File: src/rtl/elide_pkg.sv
package elide_pkg;

  typedef enum logic [1:0] {
    ST_IDLE     = 2'd0,
    ST_SPEC     = 2'd1,
    ST_COMMIT   = 2'd2,
    ST_FALLBACK = 2'd3
  } elideState_e;

  localparam logic [1:0] KIND_LOAD  = 2'd0;
  localparam logic [1:0] KIND_STORE = 2'd1;
  localparam logic [1:0] KIND_LL    = 2'd2;
  localparam logic [1:0] KIND_SC    = 2'd3;

  // strobes from control to datapath
  typedef struct packed {
    logic rdAdd;
    logic wrAdd;
    logic bufPush;
    logic clearAll;
    logic drainStep;
    logic passWrite;
  } dpCmd_t;

  // status from datapath to control
  typedef struct packed {
    logic rdHitOp;
    logic rdFull;
    logic wrHitOp;
    logic wrFull;
    logic bufFull;
    logic bufEmpty;
    logic snpConflict;
  } dpStat_t;

endpackage

File: src/rtl/elide_lineset.sv
module elide_lineset #(
  parameter int DEPTH  = 8,
  parameter int LINE_W = 12
) (
  input  logic              clk,
  input  logic              rstN,
  input  logic              clr,
  input  logic              add,
  input  logic [LINE_W-1:0] opLine,
  input  logic [LINE_W-1:0] snpLine,
  output logic              opHit,
  output logic              snpHit,
  output logic              full
);
  localparam int CNT_W = $clog2(DEPTH + 1);

  logic [DEPTH-1:0]  validVec;
  logic [LINE_W-1:0] lineMem [DEPTH];
  logic [CNT_W-1:0]  fillCnt;
  logic [DEPTH-1:0]  opMatch;
  logic [DEPTH-1:0]  snpMatch;
  logic              addOk;

  assign full   = (fillCnt == CNT_W'(DEPTH));
  assign opHit  = |opMatch;
  assign snpHit = |snpMatch;
  assign addOk  = add && !opHit && !full;

  for (genvar i = 0; i < DEPTH; i++) begin : gEntry
    assign opMatch[i]  = validVec[i] && (lineMem[i] == opLine);
    assign snpMatch[i] = validVec[i] && (lineMem[i] == snpLine);

    always_ff @(posedge clk) begin
      if (!rstN || clr) begin
        validVec[i] <= 1'b0;
        lineMem[i]  <= '0;
      end else if (addOk && fillCnt == CNT_W'(i)) begin
        validVec[i] <= 1'b1;
        lineMem[i]  <= opLine;
      end
    end
  end

  always_ff @(posedge clk) begin
    if (!rstN || clr) fillCnt <= '0;
    else if (addOk)   fillCnt <= fillCnt + 1'b1;
  end

  AST_SET_BOUND: assert property (@(posedge clk) disable iff (!rstN)
    fillCnt <= CNT_W'(DEPTH));
  AST_SET_VALID: assert property (@(posedge clk) disable iff (!rstN)
    $countones(validVec) == int'(fillCnt));

endmodule

File: src/rtl/elide_wbuf.sv
module elide_wbuf #(
  parameter int DEPTH  = 8,
  parameter int ADDR_W = 16,
  parameter int DATA_W = 32
) (
  input  logic              clk,
  input  logic              rstN,
  input  logic              clr,
  input  logic              push,
  input  logic [ADDR_W-1:0] pushAddr,
  input  logic [DATA_W-1:0] pushData,
  input  logic [ADDR_W-1:0] lookAddr,
  output logic              lookHit,
  output logic [DATA_W-1:0] lookData,
  input  logic              drainStep,
  output logic [ADDR_W-1:0] headAddr,
  output logic [DATA_W-1:0] headData,
  output logic              full,
  output logic              empty
);
  localparam int CNT_W = $clog2(DEPTH + 1);
  localparam int IDX_W = (DEPTH > 1) ? $clog2(DEPTH) : 1;

  logic [ADDR_W-1:0] addrMem [DEPTH];
  logic [DATA_W-1:0] dataMem [DEPTH];
  logic [CNT_W-1:0]  wrPtr;
  logic [CNT_W-1:0]  rdPtr;

  assign full     = (wrPtr == CNT_W'(DEPTH));
  assign empty    = (rdPtr == wrPtr);
  assign headAddr = addrMem[rdPtr[IDX_W-1:0]];
  assign headData = dataMem[rdPtr[IDX_W-1:0]];

  // later entries override earlier ones: newest match wins
  always_comb begin
    lookHit  = 1'b0;
    lookData = '0;
    for (int i = 0; i < DEPTH; i++) begin
      if (CNT_W'(i) < wrPtr && addrMem[i] == lookAddr) begin
        lookHit  = 1'b1;
        lookData = dataMem[i];
      end
    end
  end

  for (genvar i = 0; i < DEPTH; i++) begin : gSlot
    always_ff @(posedge clk) begin
      if (!rstN) begin
        addrMem[i] <= '0;
        dataMem[i] <= '0;
      end else if (push && !full && wrPtr == CNT_W'(i)) begin
        addrMem[i] <= pushAddr;
        dataMem[i] <= pushData;
      end
    end
  end

  always_ff @(posedge clk) begin
    if (!rstN || clr) begin
      wrPtr <= '0;
      rdPtr <= '0;
    end else begin
      if (push && !full)      wrPtr <= wrPtr + 1'b1;
      if (drainStep && !empty) rdPtr <= rdPtr + 1'b1;
    end
  end

  AST_DRAIN_ORDER: assert property (@(posedge clk) disable iff (!rstN)
    rdPtr <= wrPtr);
  AST_NO_PUSH_FULL: assert property (@(posedge clk) disable iff (!rstN)
    push |-> !full);

endmodule

File: src/rtl/elide_dp.sv
module elide_dp
  import elide_pkg::*;
#(
  parameter int ADDR_W    = 16,
  parameter int DATA_W    = 32,
  parameter int LINE_LSB  = 4,
  parameter int SET_DEPTH = 8,
  parameter int BUF_DEPTH = 8
) (
  input  logic                       clk,
  input  logic                       rstN,
  input  dpCmd_t                     cmd,
  input  logic [ADDR_W-1:0]          opAddr,
  input  logic [DATA_W-1:0]          opData,
  input  logic                       snpValid,
  input  logic                       snpWrite,
  input  logic [ADDR_W-LINE_LSB-1:0] snpLine,
  output dpStat_t                    stat,
  output logic                       bufHit,
  output logic [DATA_W-1:0]          bufData,
  output logic                       memWrEn,
  output logic [ADDR_W-1:0]          memWrAddr,
  output logic [DATA_W-1:0]          memWrData
);
  localparam int LINE_W = ADDR_W - LINE_LSB;

  logic [LINE_W-1:0] opLine;
  logic              rdSnpHit, wrSnpHit;
  logic [ADDR_W-1:0] headAddr;
  logic [DATA_W-1:0] headData;

  assign opLine = opAddr[ADDR_W-1:LINE_LSB];

  elide_lineset #(.DEPTH(SET_DEPTH), .LINE_W(LINE_W)) uReadSet (
    .clk(clk), .rstN(rstN), .clr(cmd.clearAll), .add(cmd.rdAdd),
    .opLine(opLine), .snpLine(snpLine),
    .opHit(stat.rdHitOp), .snpHit(rdSnpHit), .full(stat.rdFull));

  elide_lineset #(.DEPTH(SET_DEPTH), .LINE_W(LINE_W)) uWriteSet (
    .clk(clk), .rstN(rstN), .clr(cmd.clearAll), .add(cmd.wrAdd),
    .opLine(opLine), .snpLine(snpLine),
    .opHit(stat.wrHitOp), .snpHit(wrSnpHit), .full(stat.wrFull));

  elide_wbuf #(.DEPTH(BUF_DEPTH), .ADDR_W(ADDR_W), .DATA_W(DATA_W)) uBuf (
    .clk(clk), .rstN(rstN), .clr(cmd.clearAll), .push(cmd.bufPush),
    .pushAddr(opAddr), .pushData(opData), .lookAddr(opAddr),
    .lookHit(bufHit), .lookData(bufData), .drainStep(cmd.drainStep),
    .headAddr(headAddr), .headData(headData),
    .full(stat.bufFull), .empty(stat.bufEmpty));

  // remote write hits either set; remote read hits only the write set
  assign stat.snpConflict = snpValid &&
                            ((snpWrite && (rdSnpHit || wrSnpHit)) ||
                             (!snpWrite && wrSnpHit));

  always_ff @(posedge clk) begin
    if (!rstN) begin
      memWrEn   <= 1'b0;
      memWrAddr <= '0;
      memWrData <= '0;
    end else if (cmd.drainStep) begin
      memWrEn   <= 1'b1;
      memWrAddr <= headAddr;
      memWrData <= headData;
    end else if (cmd.passWrite) begin
      memWrEn   <= 1'b1;
      memWrAddr <= opAddr;
      memWrData <= opData;
    end else begin
      memWrEn   <= 1'b0;
    end
  end

  AST_CLEAR_EXCLUSIVE: assert property (@(posedge clk) disable iff (!rstN)
    cmd.clearAll |-> !(cmd.bufPush || cmd.rdAdd || cmd.wrAdd));

endmodule

File: src/rtl/elide_ctrl.sv
module elide_ctrl
  import elide_pkg::*;
#(
  parameter int ADDR_W    = 16,
  parameter int RETRY_MAX = 2
) (
  input  logic              clk,
  input  logic              rstN,
  input  logic              opValid,
  input  logic [1:0]        opKind,
  input  logic [ADDR_W-1:0] opAddr,
  input  dpStat_t           stat,
  output dpCmd_t            cmd,
  output elideState_e       state,
  output logic              commitPulse,
  output logic              abortPulse
);
  localparam int RETRY_W = $clog2(RETRY_MAX + 1);

  elideState_e       nState;
  logic              llValid;
  logic [ADDR_W-1:0] llAddr;
  logic [ADDR_W-1:0] lockAddr;
  logic [ADDR_W-1:0] retryAddr;
  logic [RETRY_W-1:0] retryCnt;
  logic isLoad, isStore;
  logic doAbort, doCommit, startSpec, startFb, llSet, llClr;

  assign isLoad  = !opKind[0];
  assign isStore =  opKind[0];

  always_comb begin
    cmd       = '0;
    nState    = state;
    doAbort   = 1'b0;
    doCommit  = 1'b0;
    startSpec = 1'b0;
    startFb   = 1'b0;
    llSet     = 1'b0;
    llClr     = 1'b0;
    unique case (state)
      ST_IDLE: begin
        if (opValid) begin
          if (opKind == KIND_LL) begin
            llSet = 1'b1;
          end else if (opKind == KIND_SC) begin
            llClr = 1'b1;
            if (llValid && opAddr == llAddr) begin
              if (retryAddr == opAddr && retryCnt >= RETRY_W'(RETRY_MAX)) begin
                startFb        = 1'b1;
                cmd.passWrite  = 1'b1;
                nState         = ST_FALLBACK;
              end else begin
                startSpec = 1'b1;
                cmd.rdAdd = 1'b1;        // lock line joins the read set
                nState    = ST_SPEC;
              end
            end else begin
              cmd.passWrite = 1'b1;
            end
          end else if (opKind == KIND_STORE) begin
            cmd.passWrite = 1'b1;
          end
        end
      end
      ST_SPEC: begin
        if (stat.snpConflict) begin
          doAbort = 1'b1;
        end else if (opValid) begin
          if (isLoad) begin
            if (!stat.rdHitOp && stat.rdFull) doAbort   = 1'b1;
            else                              cmd.rdAdd = 1'b1;
          end else if (opAddr == lockAddr) begin
            doCommit = 1'b1;
            nState   = ST_COMMIT;
          end else if ((!stat.wrHitOp && stat.wrFull) || stat.bufFull) begin
            doAbort = 1'b1;
          end else begin
            cmd.wrAdd   = 1'b1;
            cmd.bufPush = 1'b1;
          end
        end
        if (doAbort) begin
          cmd.clearAll = 1'b1;
          nState       = ST_FALLBACK;
        end
      end
      ST_COMMIT: begin
        if (!stat.bufEmpty) begin
          cmd.drainStep = 1'b1;
        end else begin
          cmd.clearAll = 1'b1;
          nState       = ST_IDLE;
        end
      end
      ST_FALLBACK: begin
        if (opValid && isStore) begin
          cmd.passWrite = 1'b1;
          if (opKind == KIND_STORE && opAddr == lockAddr) nState = ST_IDLE;
        end
      end
      default: nState = ST_IDLE;
    endcase
  end

  always_ff @(posedge clk) begin
    if (!rstN) begin
      state       <= ST_IDLE;
      commitPulse <= 1'b0;
      abortPulse  <= 1'b0;
      llValid     <= 1'b0;
      llAddr      <= '0;
      lockAddr    <= '0;
      retryAddr   <= '0;
      retryCnt    <= '0;
    end else begin
      state       <= nState;
      commitPulse <= doCommit;
      abortPulse  <= doAbort;
      if (llSet) begin
        llValid <= 1'b1;
        llAddr  <= opAddr;
      end else if (llClr) begin
        llValid <= 1'b0;
      end
      if (startSpec || startFb) lockAddr <= opAddr;
      if (startSpec && retryAddr != opAddr) begin
        retryAddr <= opAddr;
        retryCnt  <= '0;
      end else if (doAbort) begin
        retryCnt  <= retryCnt + 1'b1;
      end else if (doCommit) begin
        retryCnt  <= '0;
      end
    end
  end

  AST_COMMIT_ONE: assert property (@(posedge clk) disable iff (!rstN)
    commitPulse |=> !commitPulse);
  AST_ABORT_ONE: assert property (@(posedge clk) disable iff (!rstN)
    abortPulse |=> !abortPulse);
  AST_ABORT_FALLBACK: assert property (@(posedge clk) disable iff (!rstN)
    abortPulse |-> state == ST_FALLBACK);
  AST_COMMIT_DRAIN: assert property (@(posedge clk) disable iff (!rstN)
    commitPulse |-> state == ST_COMMIT);
  AST_RETRY_CAP: assert property (@(posedge clk) disable iff (!rstN)
    retryCnt <= RETRY_W'(RETRY_MAX));
  AST_PULSE_EXCL: assert property (@(posedge clk) disable iff (!rstN)
    !(commitPulse && abortPulse));

endmodule

File: src/rtl/elide_top.sv
module elide_top
  import elide_pkg::*;
#(
  parameter int ADDR_W    = 16,
  parameter int DATA_W    = 32,
  parameter int LINE_LSB  = 4,
  parameter int SET_DEPTH = 8,
  parameter int BUF_DEPTH = 8,
  parameter int RETRY_MAX = 2
) (
  input  logic                       clk,
  input  logic                       rstN,
  input  logic                       opValid,
  input  logic [1:0]                 opKind,
  input  logic [ADDR_W-1:0]          opAddr,
  input  logic [DATA_W-1:0]          opData,
  input  logic                       snpValid,
  input  logic                       snpWrite,
  input  logic [ADDR_W-LINE_LSB-1:0] snpLine,
  output logic                       fwdHit,
  output logic [DATA_W-1:0]          fwdData,
  output logic                       specActive,
  output logic                       busy,
  output logic                       commitPulse,
  output logic                       abortPulse,
  output logic                       memWrEn,
  output logic [ADDR_W-1:0]          memWrAddr,
  output logic [DATA_W-1:0]          memWrData
);
  dpCmd_t      cmd;
  dpStat_t     stat;
  elideState_e state;
  logic        bufHit;

  elide_ctrl #(.ADDR_W(ADDR_W), .RETRY_MAX(RETRY_MAX)) uCtrl (
    .clk(clk), .rstN(rstN), .opValid(opValid), .opKind(opKind),
    .opAddr(opAddr), .stat(stat), .cmd(cmd), .state(state),
    .commitPulse(commitPulse), .abortPulse(abortPulse));

  elide_dp #(.ADDR_W(ADDR_W), .DATA_W(DATA_W), .LINE_LSB(LINE_LSB),
             .SET_DEPTH(SET_DEPTH), .BUF_DEPTH(BUF_DEPTH)) uDp (
    .clk(clk), .rstN(rstN), .cmd(cmd), .opAddr(opAddr), .opData(opData),
    .snpValid(snpValid), .snpWrite(snpWrite), .snpLine(snpLine),
    .stat(stat), .bufHit(bufHit), .bufData(fwdData),
    .memWrEn(memWrEn), .memWrAddr(memWrAddr), .memWrData(memWrData));

  assign specActive = (state == ST_SPEC);
  assign busy       = (state == ST_COMMIT);
  assign fwdHit     = opValid && !opKind[0] && specActive && bufHit;

  AST_SPEC_SILENT: assert property (@(posedge clk) disable iff (!rstN)
    specActive |=> !memWrEn);
  AST_FWD_ONLY_SPEC: assert property (@(posedge clk) disable iff (!rstN)
    fwdHit |-> specActive);

endmodule

File: config.mk
export PLATFORM = sky130hd
export DESIGN_NAME = elide_top
export DESIGN_NICKNAME = d
export VERILOG_FILES = /design/src/rtl/elide_pkg.sv /design/src/rtl/elide_lineset.sv /design/src/rtl/elide_wbuf.sv /design/src/rtl/elide_dp.sv /design/src/rtl/elide_ctrl.sv /design/src/rtl/elide_top.sv
export SDC_FILE = /design/constraint.sdc
export NUM_CORES = 2
export LEC_CHECK = 0
export ABC_AREA = 0
export BUFFER_PORTS_ARGS = -buffer_cell sky130_fd_sc_hd__buf_4
export CAP_MARGIN = 5
export CORE_MARGIN = 3
export CORE_UTILIZATION = 51
export DETAILED_ROUTE_END_ITERATION = 16
export PLACE_DENSITY = 0.68
export REMOVE_ABC_BUFFERS = 1
export SLEW_MARGIN = 40
export SYNTH_ARGS = -nofsm -noshare
export SYNTH_HDL_FRONTEND = slang
export SYNTH_SLANG_ARGS = --single-unit
File: constraint.sdc
create_clock -name clk -period 13 [get_ports clk]
set_input_delay 1.95 -clock clk [delete_from_list [all_inputs] [get_ports clk]]
set_output_delay 1.95 -clock clk [all_outputs]
set_load 0.005 [all_outputs]
After elaboration in Yosys (flattened, before gate mapping)
Memory sizes are Yosys's and may differ from the RTL's. A register that Yosys moved wholly into a read port is not among the register bits.
Index checks and enable logic that the tools add are counted.
Widths: inputs -> output; s select.
{"block": "word_totals", "register_bits": 136, "ram_bits": 576, "out_inout_bits": 86, "word_cells": 482, "memories": 4}
{"name": "uDp.uBuf.dataMem", "depth": 8, "width": 32, "read_ports": 9, "rd_clocked_by_memory_dff": 1, "write_ports": 8, "line": "elide_wbuf.sv:25", "text": "logic [DATA_W-1:0] dataMem [DEPTH];"}
{"name": "uDp.uBuf.addrMem", "depth": 8, "width": 16, "read_ports": 9, "rd_clocked_by_memory_dff": 1, "write_ports": 8, "line": "elide_wbuf.sv:24", "text": "logic [ADDR_W-1:0] addrMem [DEPTH];"}
{"name": "uDp.uReadSet.lineMem", "depth": 8, "width": 12, "read_ports": 8, "rd_clocked_by_memory_dff": 0, "write_ports": 8, "line": "elide_lineset.sv:18", "text": "logic [LINE_W-1:0] lineMem [DEPTH];"}
{"name": "uDp.uWriteSet.lineMem", "depth": 8, "width": 12, "read_ports": 8, "rd_clocked_by_memory_dff": 0, "write_ports": 8, "line": "elide_lineset.sv:18"}
{"block": "op_classes", "add_sub_neg": 5, "magnitude_cmp": 9, "n_eq_ne": 86, "n_mux": 204, "bitwise": 33, "reduce_logical": 110}
{"operator": "$mux 32", "n": 18}
{"operator": "$eq 12x12->1", "n": 32}
{"operator": "$mux 12", "n": 16}
{"operator": "$eq 16x16->1", "n": 11}
{"operator": "$mux 16", "n": 10}
{"operator": "$mux 1", "n": 131}
{"operator": "$logic_and 1x1->1", "n": 83}
{"operator": "$eq 4x3->1 const B", "n": 12}
{"operator": "$mux 2", "n": 19}
{"operator": "$or 1x1->1", "n": 32}
{"operator": "$reduce_or 8->1", "n": 4}
{"operator": "$eq 4x2->1 const B", "n": 6}
{"operator": "$mux 3", "n": 6}
{"operator": "$add 4x1->4 const B", "n": 4}
{"operator": "$lt 3x4->1 const A", "n": 4}
{"operator": "$ne 16x16->1", "n": 1}
{"operator": "$eq 4x1->1 const B", "n": 3}
{"operator": "$eq 4x4->1 const B", "n": 3}
{"operator": "$logic_not 4->1", "n": 3}
{"operator": "$reduce_and 11->1", "n": 1}
{"operator": "$ne 2x1->1 const B", "n": 5}
{"operator": "$logic_not 1->1", "n": 9}
{"operator": "$ne 3x2->1 const B", "n": 3}
{"operator": "$eq 2x2->1 const B", "n": 4}
{"operator": "other kinds (15)", "n": 27}

Longest topological paths before layout
{"block": "logic_depth", "depth_word": 19, "depth_mapped": 15}

Cells and area by module
Synthesis repeated with hierarchy kept, for this count alone.
{"block": "hier_totals", "cells_unflattened": 3346, "area_unflattened_um2": 40418.8}
{"module": "elide_wbuf", "instances": 1, "cells_each": 1610, "area_each_um2": 21235.4, "seq_area_each_um2": 11751.3}
{"module": "elide_lineset", "instances": 2, "cells_each": 595, "area_each_um2": 6922.9, "seq_area_each_um2": 3123.0}
{"module": "elide_ctrl", "instances": 1, "cells_each": 327, "area_each_um2": 2847.7, "seq_area_each_um2": 1101.1}
{"module": "elide_dp", "instances": 1, "cells_each": 216, "area_each_um2": 2457.4, "seq_area_each_um2": 980.9}
{"module": "elide_top", "instances": 1, "cells_each": 3, "area_each_um2": 32.5, "seq_area_each_um2": 0.0}

Worst setup path before layout
No wires, ideal clock.
{"block": "synth_timing", "kind": "input port to flip-flop", "from": "in opAddr[4]", "to": "mem uDp.uBuf.addrMem[1][0], enable pin", "setup_ns": 0.520, "t_arrival_ns": 7.081, "required_ns": 12.480, "path_slack_ns": 5.399, "stages": 12, "path_buffers": 4, "cell_sequence": "buf_2 -> buf_2 -> buf_2 -> xor2_1 -> nor4_1 -> nand4_1 -> and2_1 -> o2111ai_1 -> nor2_1 -> buf_2 -> nand2_1 -> o21ai_0"}
{"item": "start, declared", "line": "elide_top.sv:15", "text": "input logic [ADDR_W-1:0] opAddr,"}
{"item": "end, declared", "line": "elide_wbuf.sv:24"}

Final worst setup path
{"block": "layout_timing", "from": "in opAddr[11]", "to": "out fwdHit"}
{"block": "layout_between", "elab_chain_len": 11, "word_cells_on_any_way": 25}
{"item": "$eq 16x16->1", "line": "elide_wbuf.sv:39", "text": "if (CNT_W'(i) < wrPtr && addrMem[i] == lookAddr) begin"}
{"item": "$logic_and 1x1->1", "line": "elide_wbuf.sv:39"}
{"item": "$mux 1 (7 in a row)", "line": "elide_wbuf.sv:39"}
{"item": "$mux 1 (*)", "line": "elide_wbuf.sv:39"}
{"item": "$logic_and 1x1->1 (*)", "line": "elide_top.sv:49", "text": "assign fwdHit = opValid && !opKind[0] && specActive && bufHit;"}
{"item": "end, declared", "line": "elide_top.sv:20", "text": "output logic fwdHit,"}
Mark *: on every way between the ends. The rest lies on a longest branch, timed or not.

==> results.sh <==
export IMPL_drv_slew=0
export IMPL_fmax_ghz=0.131
export IMPL_finalHoldViolCount=0
export IMPL_viasPerCell=5.99
export IMPL_slew_limit_headroom_pct=42.4
export IMPL_wl_per_cell_microns=24.6
export IMPL_wl_met1_microns=47800
export IMPL_critPathArrivalTime_ns=5.68
export IMPL_synth_cell_types=55
export IMPL_rsz0062_at_grt="no"
export IMPL_io_buffers=152
export IMPL_clockPowerShare_pct=36.9
export IMPL_core_sq_um=77700
export IMPL_wirelength_microns=116000
export IMPL_fin_crit_sh_pct=58.7
export IMPL_layout_common_cells="edfxtp_1 (576), xnor2_1 (484), and2_1 (417)"
export IMPL_final_util_pct=57.4
export IMPL_synth_flop_cell="edfxtp_1"
export IMPL_grt_pass1_wl_microns=175000
export IMPL_postLayoutCellArea_sq_um=44600
export IMPL_min_delay_start="uDp.memWrData[31]"
export IMPL_die_width_microns=287
export IMPL_internal_power_mw=4.38
export IMPL_post_synth_cell_area_avg_sq_um=11.1
export IMPL_status="completed"
export IMPL_drc=0
export IMPL_dpl_cell_area_sq_um=42000
export IMPL_ys_seq_elements=715
export IMPL_vias=28149
export IMPL_cts_made_buffers=78
export IMPL_grt_usage_pct=28.0
export IMPL_synth_cells=3621
export IMPL_drive_gt1_share_pct=16.4
export IMPL_post_cts_setup_buffers=0
export IMPL_maxCapViolations=0
export IMPL_yosysWarnings=0
export IMPL_die_y_microns=287
export IMPL_io_pins=153
export IMPL_start_kind="primary input"
export IMPL_critPathRequiredTime_ns=11.05
export IMPL_root_buffer="clkbuf_16"
export IMPL_die_area_sq_um=82200
export IMPL_core_rowCount=102
export IMPL_seqCellArea_sq_um=20100
export IMPL_routed_wl_met3_microns=8600
export IMPL_pwr_share_seq_pct=46.3
export IMPL_antenna_left=0
export IMPL_grt_overflow=0
export IMPL_fin_skew_ns=0.0301
export IMPL_antenna_found_initial=2
export IMPL_worstSetupPathType="primary input to primary output"
export IMPL_power_density_nw_per_um2=137
export IMPL_clockBufferDepth=3
export IMPL_start_util_pct=51.7
export IMPL_min_to="uDp.memWrData[31]"
export IMPL_min_period_ns=7.63
export IMPL_worst_setup_path_end_kind="primary output"
export IMPL_rr_worst_depth=10
export IMPL_synth_async_reset_ratio_pct=0
export IMPL_clk_pin_slew_ns=0.06
export IMPL_nNetsFinal=3678
export IMPL_first_pass_iters=6
export IMPL_netlist_area_sq_um=40200
export IMPL_top_layer_used="met4"
export IMPL_grt_pass1_vias=27892
export IMPL_insertion_delay_ns=0.65
export IMPL_area_growth_pct=10.9
export IMPL_setup_tns_final_ns=0
export IMPL_cts_tree="built"
export IMPL_leakage_nw=14.8
export IMPL_p_sw_mw=1.71
export IMPL_hpwlAfterDp_microns=70400
export IMPL_hp_class="flop to flop"
export IMPL_wl_met2_microns=55600
export IMPL_worst_pin_slew_ns=0.856
export IMPL_grt_max_degree=142
export IMPL_gp_congestion=0.870
export IMPL_hold_slack_ns=0.450
export IMPL_rr_endpoint="uDp.uWriteSet.lineMem[1][31]"
export IMPL_cts_num_sinks=715
export IMPL_r2r_setup_slack_ns=8.08
export IMPL_ys_seq_area_share_pct=49.9
export IMPL_cts_htree_levels=3
export IMPL_cp_max_fo=37
export IMPL_worstReg2RegStart="uDp.uWriteSet.lineMem[1][11]"
export IMPL_p_sw_share_pct=28.1
export IMPL_ir_drop_v=0.000127
export IMPL_multi_input_area_sq_um=18700
export IMPL_comb_power_share_pct=16.7
export IMPL_final_setup_viol_count=0
export IMPL_hold_depth=2
export IMPL_fillers=6478
export IMPL_synth_edf_count=576
export IMPL_postCtsResizedCells=0
export IMPL_layout_commonest_cell="edfxtp_1"
export IMPL_drt_iter0_markers=2741
export IMPL_ctsHoldBuffers=0
## sequential cells by signal, indices dropped and copies added, names as in the netlist, 4 cells and up, named ones only
signal	count
uCtrl.retryAddr	16
uDp.uReadSet.fillCnt	4
uDp.uBuf.rdPtr	4
uDp.uBuf.addrMem	128
uDp.uWriteSet.validVec	8
uDp.uBuf.wrPtr	4
uDp.uReadSet.lineMem	96
uDp.uBuf.dataMem	256
uDp.memWrAddr	16
uDp.memWrData	32
uCtrl.llAddr	16
uDp.uReadSet.validVec	8
uCtrl.lockAddr	16
uDp.uWriteSet.fillCnt	4
uDp.uWriteSet.lineMem	96
## routing by layer
metal / vias up / GRT usage, %
met5: - / 0
met1: 13980 / 37.9
met2: 1189 / 46.3
met3: 214 / 3.97
li1: 12766 / -
met4: 0 / 9.33
## through the flow
step                      cells  power, mW  worst slack, ns
final                      4700       6.09             5.37
after global routing       4698       6.31             5.21
after CTS                  4697       6.12             5.35
after detailed placement   4552       3.89             5.37
after global placement     4543       3.87             5.52
after floorplan            3300       3.50             1.11
## synthesized netlist by cell type, drive strengths merged, types with 5 or more instances
library cell    n  area [sq um]
dfxtp         139          2780
inv            59           221
o21ai          46           230
clkbuf        203           762
nand3          73           365
and2          418          2620
a21oi         160           801
nand4          87           544
xor2           90           788
nand2b         12          75.1
xnor2         484          4240
edfxtp        576         17300
nand3b          5          37.5
mux2           30           338
mux2i          99           991
a31oi          31           194
a21o           32           240
buf           118           672
nor2          116           435
mux4           96          2160
or2            19           119
o211ai         51           383
nor4          143           920
and4            8          70.1
or3             8          50.1
ha             18           225
nor3          103           916
nor2b           7          43.8
o21ba          12           120
nand2         344          1290
## how the worst max path moves through the flow
| stage | from | to | slack, ns | depth (start not counted) |
|---|---|---|---|---|
| floorplan | opAddr[9] | fwdData[29] | 1.11 | 6 |
| global placement | opAddr[11] | fwdHit | 5.52 | 12 |
| detailed placement | opAddr[11] | fwdData[0] | 5.37 | 12 |
| CTS | opAddr[11] | fwdHit | 5.35 | 12 |
| global route | opAddr[11] | fwdData[0] | 5.21 | 12 |
| finish | opAddr[11] | fwdHit | 5.37 | 12 |
## cell type report
cell class              instances  share of cell area [%]
flip-flops and latches        715                    45.0
multi-input cells            2526                    41.8
clock buffers                 113                    4.97
repair buffers                213                    3.88
well taps                    1040                    2.92
clock inverters                32                   0.836
inverters                      59                   0.502
diodes                          2                  0.0112
## power groups by stage
stage	registers, mW	logic, mW	clock network (mW)
6_report	2.82	1.02	2.25
5_1_grt	2.84	1.10	2.37
4_1_cts	2.82	1.02	2.28
3_5_place_dp	2.87	1.02	0
3_3_place_gp	2.86	1.00	0
2_1_floorplan	2.86	0.639	0
## critical path, stage by stage
cell and delay (ns):
buf_4 0.11, buf_4 0.24, buf_4 0.62, xnor2_1 0.19, nand4_1 0.11, nor4_1 0.28
and3_2 0.68, buf_4 0.50, nor2_4 0.22, buf_8 0.22, a31oi_1 0.30, buf_4 0.18
## cell families (layout without fill, tap and decap cells)
| group | after synthesis | in the layout | synth area share (%) |
|---|---|---|---|
| xor gates and xnor gates | 574 | 574 | 12.5 |
| buffers and inverters | 380 | 417 | 4.12 |
| AOI/OAI and AO/OA | 352 | 352 | 5.29 |
| and+or+nand+nor | 1357 | 1357 | 18.9 |
| muxes | 225 | 225 | 8.68 |
| DFF | 715 | 715 | 49.9 |
| adders and majority gates | 18 | 18 | 0.560 |
| other | 0 | 2 | 0 |
(Power assumes the default switching activity.)
